## src/rtl/lvlstat_pkg.sv

```systemverilog
package lvlstat_pkg;

   typedef enum logic [2:0] {
      MODE_SINGLE  = 3'd0,
      MODE_AVG_S   = 3'd1,
      MODE_AVG_L   = 3'd2,
      MODE_PEAK    = 3'd3,
      MODE_TROUGH  = 3'd4
   } lvl_mode_e;

   typedef enum logic [1:0] {
      ST_IDLE = 2'd0,
      ST_RUN  = 2'd1,
      ST_FIN  = 2'd2
   } lvl_state_e;

   function automatic logic mode_legal(input logic [2:0] m);
      return (m <= 3'd4);
   endfunction

endpackage

```

## src/rtl/lvlstat_pacer.sv

```systemverilog
module lvlstat_pacer #(
   parameter int DIV_W = 16
) (
   input  logic             clk,
   input  logic             rst_n,
   input  logic             load,
   input  logic             run,
   input  logic [DIV_W-1:0] div_in,
   output logic             tick
);

   logic [DIV_W-1:0] div_q;
   logic [DIV_W-1:0] cnt_q;

   always_ff @(posedge clk) begin
      if (!rst_n) begin
         div_q <= '0;
         cnt_q <= '0;
      end else if (load) begin
         div_q <= div_in;
         cnt_q <= '0;
      end else if (run) begin
         if (cnt_q == div_q) cnt_q <= '0;
         else                cnt_q <= cnt_q + 1'b1;
      end
   end

   assign tick = run && (cnt_q == div_q);

endmodule

```

## src/rtl/lvlstat_accum.sv

```systemverilog
module lvlstat_accum #(
   parameter int SAMPLE_W = 10,
   parameter int ACC_W    = 20
) (
   input  logic                clk,
   input  logic                rst_n,
   input  logic                clear,
   input  logic                add,
   input  logic [SAMPLE_W-1:0] sample,
   output logic [ACC_W-1:0]    acc
);

   logic [ACC_W-1:0] acc_q;

   always_ff @(posedge clk) begin
      if (!rst_n)     acc_q <= '0;
      else if (clear) acc_q <= '0;
      else if (add)   acc_q <= acc_q + ACC_W'(sample);
   end

   assign acc = acc_q;

endmodule

```

## src/rtl/lvlstat_extreme.sv

```systemverilog
module lvlstat_extreme #(
   parameter int SAMPLE_W = 10,
   parameter bit FIND_MAX = 1'b1
) (
   input  logic                clk,
   input  logic                rst_n,
   input  logic                add,
   input  logic                first,
   input  logic [SAMPLE_W-1:0] sample,
   output logic [SAMPLE_W-1:0] ext
);

   logic [SAMPLE_W-1:0] ext_q;
   logic                better;

   generate
      if (FIND_MAX) begin : g_max
         assign better = (sample > ext_q);
      end else begin : g_min
         assign better = (sample < ext_q);
      end
   endgenerate

   always_ff @(posedge clk) begin
      if (!rst_n)                   ext_q <= '0;
      else if (add && (first || better)) ext_q <= sample;
   end

   assign ext = ext_q;

endmodule

```

## src/rtl/lvlstat_ctrl.sv

```systemverilog
module lvlstat_ctrl
   import lvlstat_pkg::*;
#(
   parameter int SHORT_LOG2 = 7,
   parameter int LONG_LOG2  = 10,
   localparam int CNT_W     = LONG_LOG2
) (
   input  logic       clk,
   input  logic       rst_n,
   input  logic       cmd_start,
   input  logic [2:0] cmd_mode,
   input  logic       tick,
   output logic       accept,
   output logic       running,
   output logic       finishing,
   output logic       first_smp,
   output lvl_mode_e  mode_q
);

   localparam logic [CNT_W-1:0] SHORT_LAST = CNT_W'((1 << SHORT_LOG2) - 1);
   localparam logic [CNT_W-1:0] LONG_LAST  = '1;

   lvl_state_e       state_q;
   logic [CNT_W-1:0] cnt_q;
   logic [CNT_W-1:0] target;

   assign accept = (state_q == ST_IDLE) && cmd_start && mode_legal(cmd_mode);

   always_comb begin
      case (mode_q)
         MODE_SINGLE: target = '0;
         MODE_AVG_S:  target = SHORT_LAST;
         default:     target = LONG_LAST;
      endcase
   end

   always_ff @(posedge clk) begin
      if (!rst_n) begin
         state_q <= ST_IDLE;
         mode_q  <= MODE_SINGLE;
         cnt_q   <= '0;
      end else begin
         case (state_q)
            ST_IDLE: begin
               if (accept) begin
                  state_q <= ST_RUN;
                  mode_q  <= lvl_mode_e'(cmd_mode);
                  cnt_q   <= '0;
               end
            end
            ST_RUN: begin
               if (tick) begin
                  cnt_q <= cnt_q + 1'b1;
                  if (cnt_q == target) state_q <= ST_FIN;
               end
            end
            default: state_q <= ST_IDLE;
         endcase
      end
   end

   assign running   = (state_q == ST_RUN);
   assign finishing = (state_q == ST_FIN);
   assign first_smp = (cnt_q == '0);

endmodule

```

## src/rtl/lvlstat_engine.sv

```systemverilog
module lvlstat_engine
   import lvlstat_pkg::*;
#(
   parameter int SAMPLE_W   = 10,
   parameter int DIV_W      = 16,
   parameter int SHORT_LOG2 = 7,
   parameter int LONG_LOG2  = 10
) (
   input  logic                clk,
   input  logic                rst_n,
   input  logic [DIV_W-1:0]    div_count,
   input  logic                cmd_start,
   input  logic [2:0]          cmd_mode,
   input  logic [SAMPLE_W-1:0] adc_sample,
   output logic                sample_strobe,
   output logic                busy,
   output logic [SAMPLE_W-1:0] res_value,
   output logic                res_done
);

   localparam int ACC_W = SAMPLE_W + LONG_LOG2;

   generate
      if (SAMPLE_W < 1) begin : g_bad_w
         $error("SAMPLE_W must be positive");
      end
      if (DIV_W < 1) begin : g_bad_div
         $error("DIV_W must be positive");
      end
      if (SHORT_LOG2 < 1 || LONG_LOG2 <= SHORT_LOG2) begin : g_bad_win
         $error("window shifts must satisfy 0 < SHORT_LOG2 < LONG_LOG2");
      end
   endgenerate

   logic            accept;
   logic            running;
   logic            finishing;
   logic            first_smp;
   lvl_mode_e       mode_q;
   logic            tick;
   logic [ACC_W-1:0] acc;
   logic [SAMPLE_W-1:0] ext_val [2];
   logic [SAMPLE_W-1:0] peak_val;
   logic [SAMPLE_W-1:0] trough_val;
   logic [SAMPLE_W-1:0] sel_val;
   logic [SAMPLE_W-1:0] res_q;
   logic                done_q;

   lvlstat_ctrl #(
      .SHORT_LOG2 (SHORT_LOG2),
      .LONG_LOG2  (LONG_LOG2)
   ) u_ctrl (
      .clk       (clk),
      .rst_n     (rst_n),
      .cmd_start (cmd_start),
      .cmd_mode  (cmd_mode),
      .tick      (tick),
      .accept    (accept),
      .running   (running),
      .finishing (finishing),
      .first_smp (first_smp),
      .mode_q    (mode_q)
   );

   lvlstat_pacer #(.DIV_W(DIV_W)) u_pacer (
      .clk    (clk),
      .rst_n  (rst_n),
      .load   (accept),
      .run    (running),
      .div_in (div_count),
      .tick   (tick)
   );

   lvlstat_accum #(.SAMPLE_W(SAMPLE_W), .ACC_W(ACC_W)) u_accum (
      .clk    (clk),
      .rst_n  (rst_n),
      .clear  (accept),
      .add    (tick),
      .sample (adc_sample),
      .acc    (acc)
   );

   generate
      for (genvar g = 0; g < 2; g++) begin : g_ext
         lvlstat_extreme #(
            .SAMPLE_W (SAMPLE_W),
            .FIND_MAX (g == 0)
         ) u_ext (
            .clk    (clk),
            .rst_n  (rst_n),
            .add    (tick),
            .first  (first_smp),
            .sample (adc_sample),
            .ext    (ext_val[g])
         );
      end
   endgenerate

   assign peak_val   = ext_val[0];
   assign trough_val = ext_val[1];

   always_comb begin
      case (mode_q)
         MODE_SINGLE: sel_val = acc[SAMPLE_W-1:0];
         MODE_AVG_S:  sel_val = acc[SHORT_LOG2 +: SAMPLE_W];
         MODE_AVG_L:  sel_val = acc[LONG_LOG2 +: SAMPLE_W];
         MODE_PEAK:   sel_val = peak_val;
         MODE_TROUGH: sel_val = trough_val;
         default:     sel_val = '0;
      endcase
   end

   always_ff @(posedge clk) begin
      if (!rst_n) begin
         res_q  <= '0;
         done_q <= 1'b0;
      end else if (accept) begin
         done_q <= 1'b0;
      end else if (finishing) begin
         done_q <= 1'b1;
         res_q  <= sel_val;
      end
   end

   assign sample_strobe = tick;
   assign busy          = running | finishing;
   assign res_value     = res_q;
   assign res_done      = done_q;

endmodule

```

## config.mk

```make
export PLATFORM = sky130hd
export DESIGN_NAME = lvlstat_engine
export DESIGN_NICKNAME = d
export VERILOG_FILES = /design/src/rtl/lvlstat_pkg.sv /design/src/rtl/lvlstat_pacer.sv /design/src/rtl/lvlstat_accum.sv /design/src/rtl/lvlstat_extreme.sv /design/src/rtl/lvlstat_ctrl.sv /design/src/rtl/lvlstat_engine.sv
export SDC_FILE = /design/constraint.sdc
export NUM_CORES = 1
export LEC_CHECK = 0
export BUFFER_PORTS_ARGS = -buffer_cell sky130_fd_sc_hd__buf_4
export CAP_MARGIN = 0
export CORE_AREA = 2 2 118 143
export DETAILED_ROUTE_END_ITERATION = 12
export DIE_AREA = 0 0 120 145
export GPL_TIMING_DRIVEN = 0
export MAX_ROUTING_LAYER = met4
export SYNTH_ARGS = -nofsm -noshare
export SYNTH_HDL_FRONTEND = slang
export SYNTH_SLANG_ARGS = --single-unit
```

## constraint.sdc

```tcl
create_clock -name clk -period 4.1 [get_ports clk]
set_input_delay 0.41 -clock clk [delete_from_list [all_inputs] [get_ports clk]]
set_output_delay 0.41 -clock clk [all_outputs]
set_load 0.01 [all_outputs]
```

==> impl_metrics.py <==
metrics = {
    "cells_and_area": {
        "final_nets": 796,
        "multi_input_comb_area_mm2": 0.00327,
        "antenna_cells": 0,
        "finish.instance_area_mm2": 0.00639,
        "fraction_of_layout_instances_using_a_drive_strength_above_1": 0.0929,
        "final.fill_count": 1638,
        "area.sequential_mm2": 0.00196,
        "layout_overhead_on_the_synthesized_area_pct": 16.2,
    },
    "placement": {
        "io_buffer_count": 43,
        "placement.cell_area_mm2": 0.00609,
        "dpl.hpwl_um": 10800,
        "gp_congestion": 0.875,
    },
    "synth": {
        "post_synth_instance_area_mm2": 0.00550,
        "net_count_synth": 742,
        "post_synth_num_cell_types": 45,
        "synth_most_common_cell": "sky130_fd_sc_hd__nand2_1",
        "syn-instance-count": 673,
        "seq_area_frac_synth": 0.357,
        "synth_compound_gate_area_share": 0.152,
        "muxShareOfSynthArea": 0.0769,
        "synth_enable_flop_cells": 0,
        "post-synth-top-area-cell": "sky130_fd_sc_hd__dfxtp_1",
        "synthAdderAreaFrac": 0.0856,
        "portion_of_synthesized_cell_area_occupied_by_the_leading_cell_type": 0.357,
        "number_of_warnings_issued_by_yosys": 0,
        "dominantRegCellSynth": "sky130_fd_sc_hd__dfxtp_1",
        "synth_common_cells": "103 x sky130_fd_sc_hd__nand2_1, 98 x sky130_fd_sc_hd__dfxtp_1, 69 x sky130_fd_sc_hd__nor2_1, 60 x sky130_fd_sc_hd__a21oi_1, 40 x sky130_fd_sc_hd__mux2i_1",
        "post_synth_xor_area_fraction": 0.0828,
        "async_reset_ff_frac": 0,
        "synthesis.area_per_instance_um2": 8.17,
        "ys_seq_elements": 98,
        "largest_family_of_logic_cells_by_synthesized_area": "simple AND/OR/NAND/NOR gates",
        "yosys-top-cells-area": "sky130_fd_sc_hd__dfxtp_1 36%, sky130_fd_sc_hd__ha_1 8.2%, sky130_fd_sc_hd__mux2i_1 7.3%, sky130_fd_sc_hd__nand2_1 7.0%, sky130_fd_sc_hd__a21oi_1 5.5%",
        "synth_simple_gate_area_frac": 0.198,
    },
    "routing": {
        "ant_nets": 0,
        "dr.pass1.iters": 4,
        "drt_iter0_markers": 161,
        "detailed_route_wire_length_um": 14000,
        "vias": 4764,
        "remaining_drc_errors": 0,
        "avgViaCountPerCell": 5.05,
        "wl_per_cell_um": 14.9,
    },
    "critical_path": {
        "crit_fanout": 10,
        "critical_path.cell_chain": "inv_1, ha_1, clkbuf_1, inv_1, or2_0, clkbuf_1, inv_1, buf_2, buf_4",
        "timing.critical_path.max_delay_family": "buffers and inverters",
        "cp-start-kind": "flop",
        "critPathCaptureType": "output port",
        "cp_data_required_time_ns": 3.69,
        "critPathMaxStageDelay_ns": 0.42,
        "critPathBufInv": 7,
        "criticalPathCategory": "reg -> out",
        "cp_data_arrival_time_ns": 2.61,
        "critPathMostFrequentCell": "sky130_fd_sc_hd__inv_1",
        "worst_path_max_delay_cell": "sky130_fd_sc_hd__clkbuf_1",
    },
    "run": {
        "drv.max_cap_violation_count": 0,
    },
    "sta": {
        "timing.final.crit_period_ns": 3.02,
        "maxSlewHeadroom": 0.362,
        "max_slew.worst_pin.slew_ns": 0.947,
        "final-hold-violation-count": 0,
        "max_freq_mhz": 331,
        "final_count_of_negative_setup_slack_endpoints": 0,
        "fin_hold_ws_ns": 0.295,
        "drv_slew": 0,
        "final.setup_skew_ns": 0.0120,
        "fraction_of_the_cycle_the_final_worst_path_needs": 0.737,
        "finalSetupTns_ns": 0,
        "setup_repair_after_global_routing_missed_its_margin": "no",
    },
    "clock_network": {
        "root_buffer_cell": "sky130_fd_sc_hd__clkbuf_16",
        "clock_tree.htree_level_count": 3,
        "clock-sinks": 98,
        "ctsHoldBuffers": 0,
        "worst_skew_pair.late_latency_ns": 0.36,
        "tritoncts.num_buffers": 9,
        "post_cts.repair.setup_buffers": 0,
        "cts_tree": "done",
        "ctsLongestPathBuffers": 2,
        "cts_resized": 0,
        "clkSlewWorstSetupHoldPaths_ns": 0.07,
    },
    "floorplanning": {
        "rows": 51,
        "start_util": 0.343,
        "chipHeight_um": 145,
        "io_pins": 45,
        "dieWidth_um": 120,
        "dieArea_mm2": 0.0174,
        "core_area_mm2": 0.0160,
    },
    "min_path": {
        "hp-class": "in -> reg",
    },
    "global_route": {
        "grt_ovf": 0,
        "grt_first_pass_wirelength_um": 23000,
        "grt_util_all_layers": 0.169,
        "number_of_antenna_violations_at_the_first_check_in_global_routing": 0,
        "grt_max_degree": 17,
        "via_count_of_the_first_global_routing_pass": 4640,
    },
    "power": {
        "irDropWorstVdd_mv": 0.189,
        "leakage_power_of_the_design_nw": 2.49,
        "power.density_cell_area_mw_per_mm2": 352,
    },
    "outcome": {
        "status": "finished, final reports clean",
    },
}
## where the power goes
part | internal [mW] | switching [mW] | leakage, nW | total, mW
Sequential | 0.981 | 0.0255 | 0.792 | 1.01
Clock | 0.495 | 0.387 | 0.151 | 0.882
Combinational | 0.131 | 0.229 | 1.54 | 0.359
## sequential cells by signal, summed over array words and instances, names as in the netlist
register         count
u_ctrl.mode_q        3
u_pacer.div_q       16
res_done             1
g_ext.u_ext.ext     20
u_ctrl.cnt_q        10
u_pacer.cnt_q       16
u_accum.acc         20
u_ctrl.state_q       2
res_value           10
## per-stage QoR
| stage | cells | util | worst slack, ns | total power, mW |
|---|---|---|---|---|
| after floorplan | 673 | - | 1.81 | 1.26 |
| after global placement | 928 | 0.380 | 1.28 | 1.39 |
| after detailed placement | 928 | 0.380 | 1.30 | 1.39 |
| after CTS | 944 | 0.399 | 1.06 | 2.27 |
| after global routing | 944 | 0.399 | 0.866 | 2.35 |
| final | 944 | 0.399 | 1.08 | 2.25 |
## routing by layer
metal	up-vias	part of all wire	global-route usage
li1	2441	-	-
met1	2219	0.46	0.209
met2	90	0.48	0.277
met3	14	0.042	0.0401
met4	0	0.012	0.0418
met5	-	0	-
## cell families after synthesis
logic type,count (synthesis)
compound gates,131
xor+xnor,52
fa+ha+maj,37
buf+inv,68
flops,98
mux,41
simple gates,246
## worst reg2reg max path, stage by stage, from the launching register on
cell and delay (ns):
sky130_fd_sc_hd__dfxtp_1 0.34, sky130_fd_sc_hd__ha_1 0.22, sky130_fd_sc_hd__fa_1 0.44, sky130_fd_sc_hd__a211oi_1 0.38, sky130_fd_sc_hd__o211ai_1 0.19, sky130_fd_sc_hd__a41oi_1 0.51, sky130_fd_sc_hd__nor3_1 0.18, sky130_fd_sc_hd__xnor2_1 0.18
sky130_fd_sc_hd__nor2_1 0.05
## area by class of cell
| cell class | count | area share |
|---|---|---|
| Timing Repair Buffer | 43 | 0.0505 |
| Buffer | 35 | 0.0217 |
| Clock inverter | 5 | 0.00959 |
| Multi-Input combinational cell | 507 | 0.512 |
| Tap cell | 212 | 0.0415 |
| Clock buffer | 11 | 0.0380 |
| Inverter | 33 | 0.0194 |
| Sequential cell | 98 | 0.307 |
## worst paths after layout
kind,depth (start not counted),end,start,slack [ns]
min,3,u_pacer.div_q[0],div_count[0],0.30
min reg2reg,2,g_ext[1].u_ext.ext[7],g_ext[1].u_ext.ext[7],0.47
max reg2reg,8,u_accum.acc[10],u_accum.acc[0],1.49
max,9,sample_strobe,u_ctrl.state_q[1],1.08
## layout by cell type, fill, tap and decap left out, types with 10 or more instances in the layout
cell type / instances
sky130_fd_sc_hd__clkbuf_1: 28
sky130_fd_sc_hd__nand2_1: 103
sky130_fd_sc_hd__xnor2_1: 26
sky130_fd_sc_hd__a21oi_1: 60
sky130_fd_sc_hd__nand4_1: 12
sky130_fd_sc_hd__inv_1: 33
sky130_fd_sc_hd__mux2i_1: 40
sky130_fd_sc_hd__a211oi_1: 13
sky130_fd_sc_hd__nor4_1: 11
sky130_fd_sc_hd__nor2b_1: 11
sky130_fd_sc_hd__nor2_1: 69
sky130_fd_sc_hd__nand3_1: 13
sky130_fd_sc_hd__o21ai_0: 10
sky130_fd_sc_hd__ha_1: 36
sky130_fd_sc_hd__nor3_1: 10
sky130_fd_sc_hd__xor2_1: 26
sky130_fd_sc_hd__buf_4: 44
sky130_fd_sc_hd__dfxtp_1: 98
No activity file was read; power rests on OpenSTA's default activity.
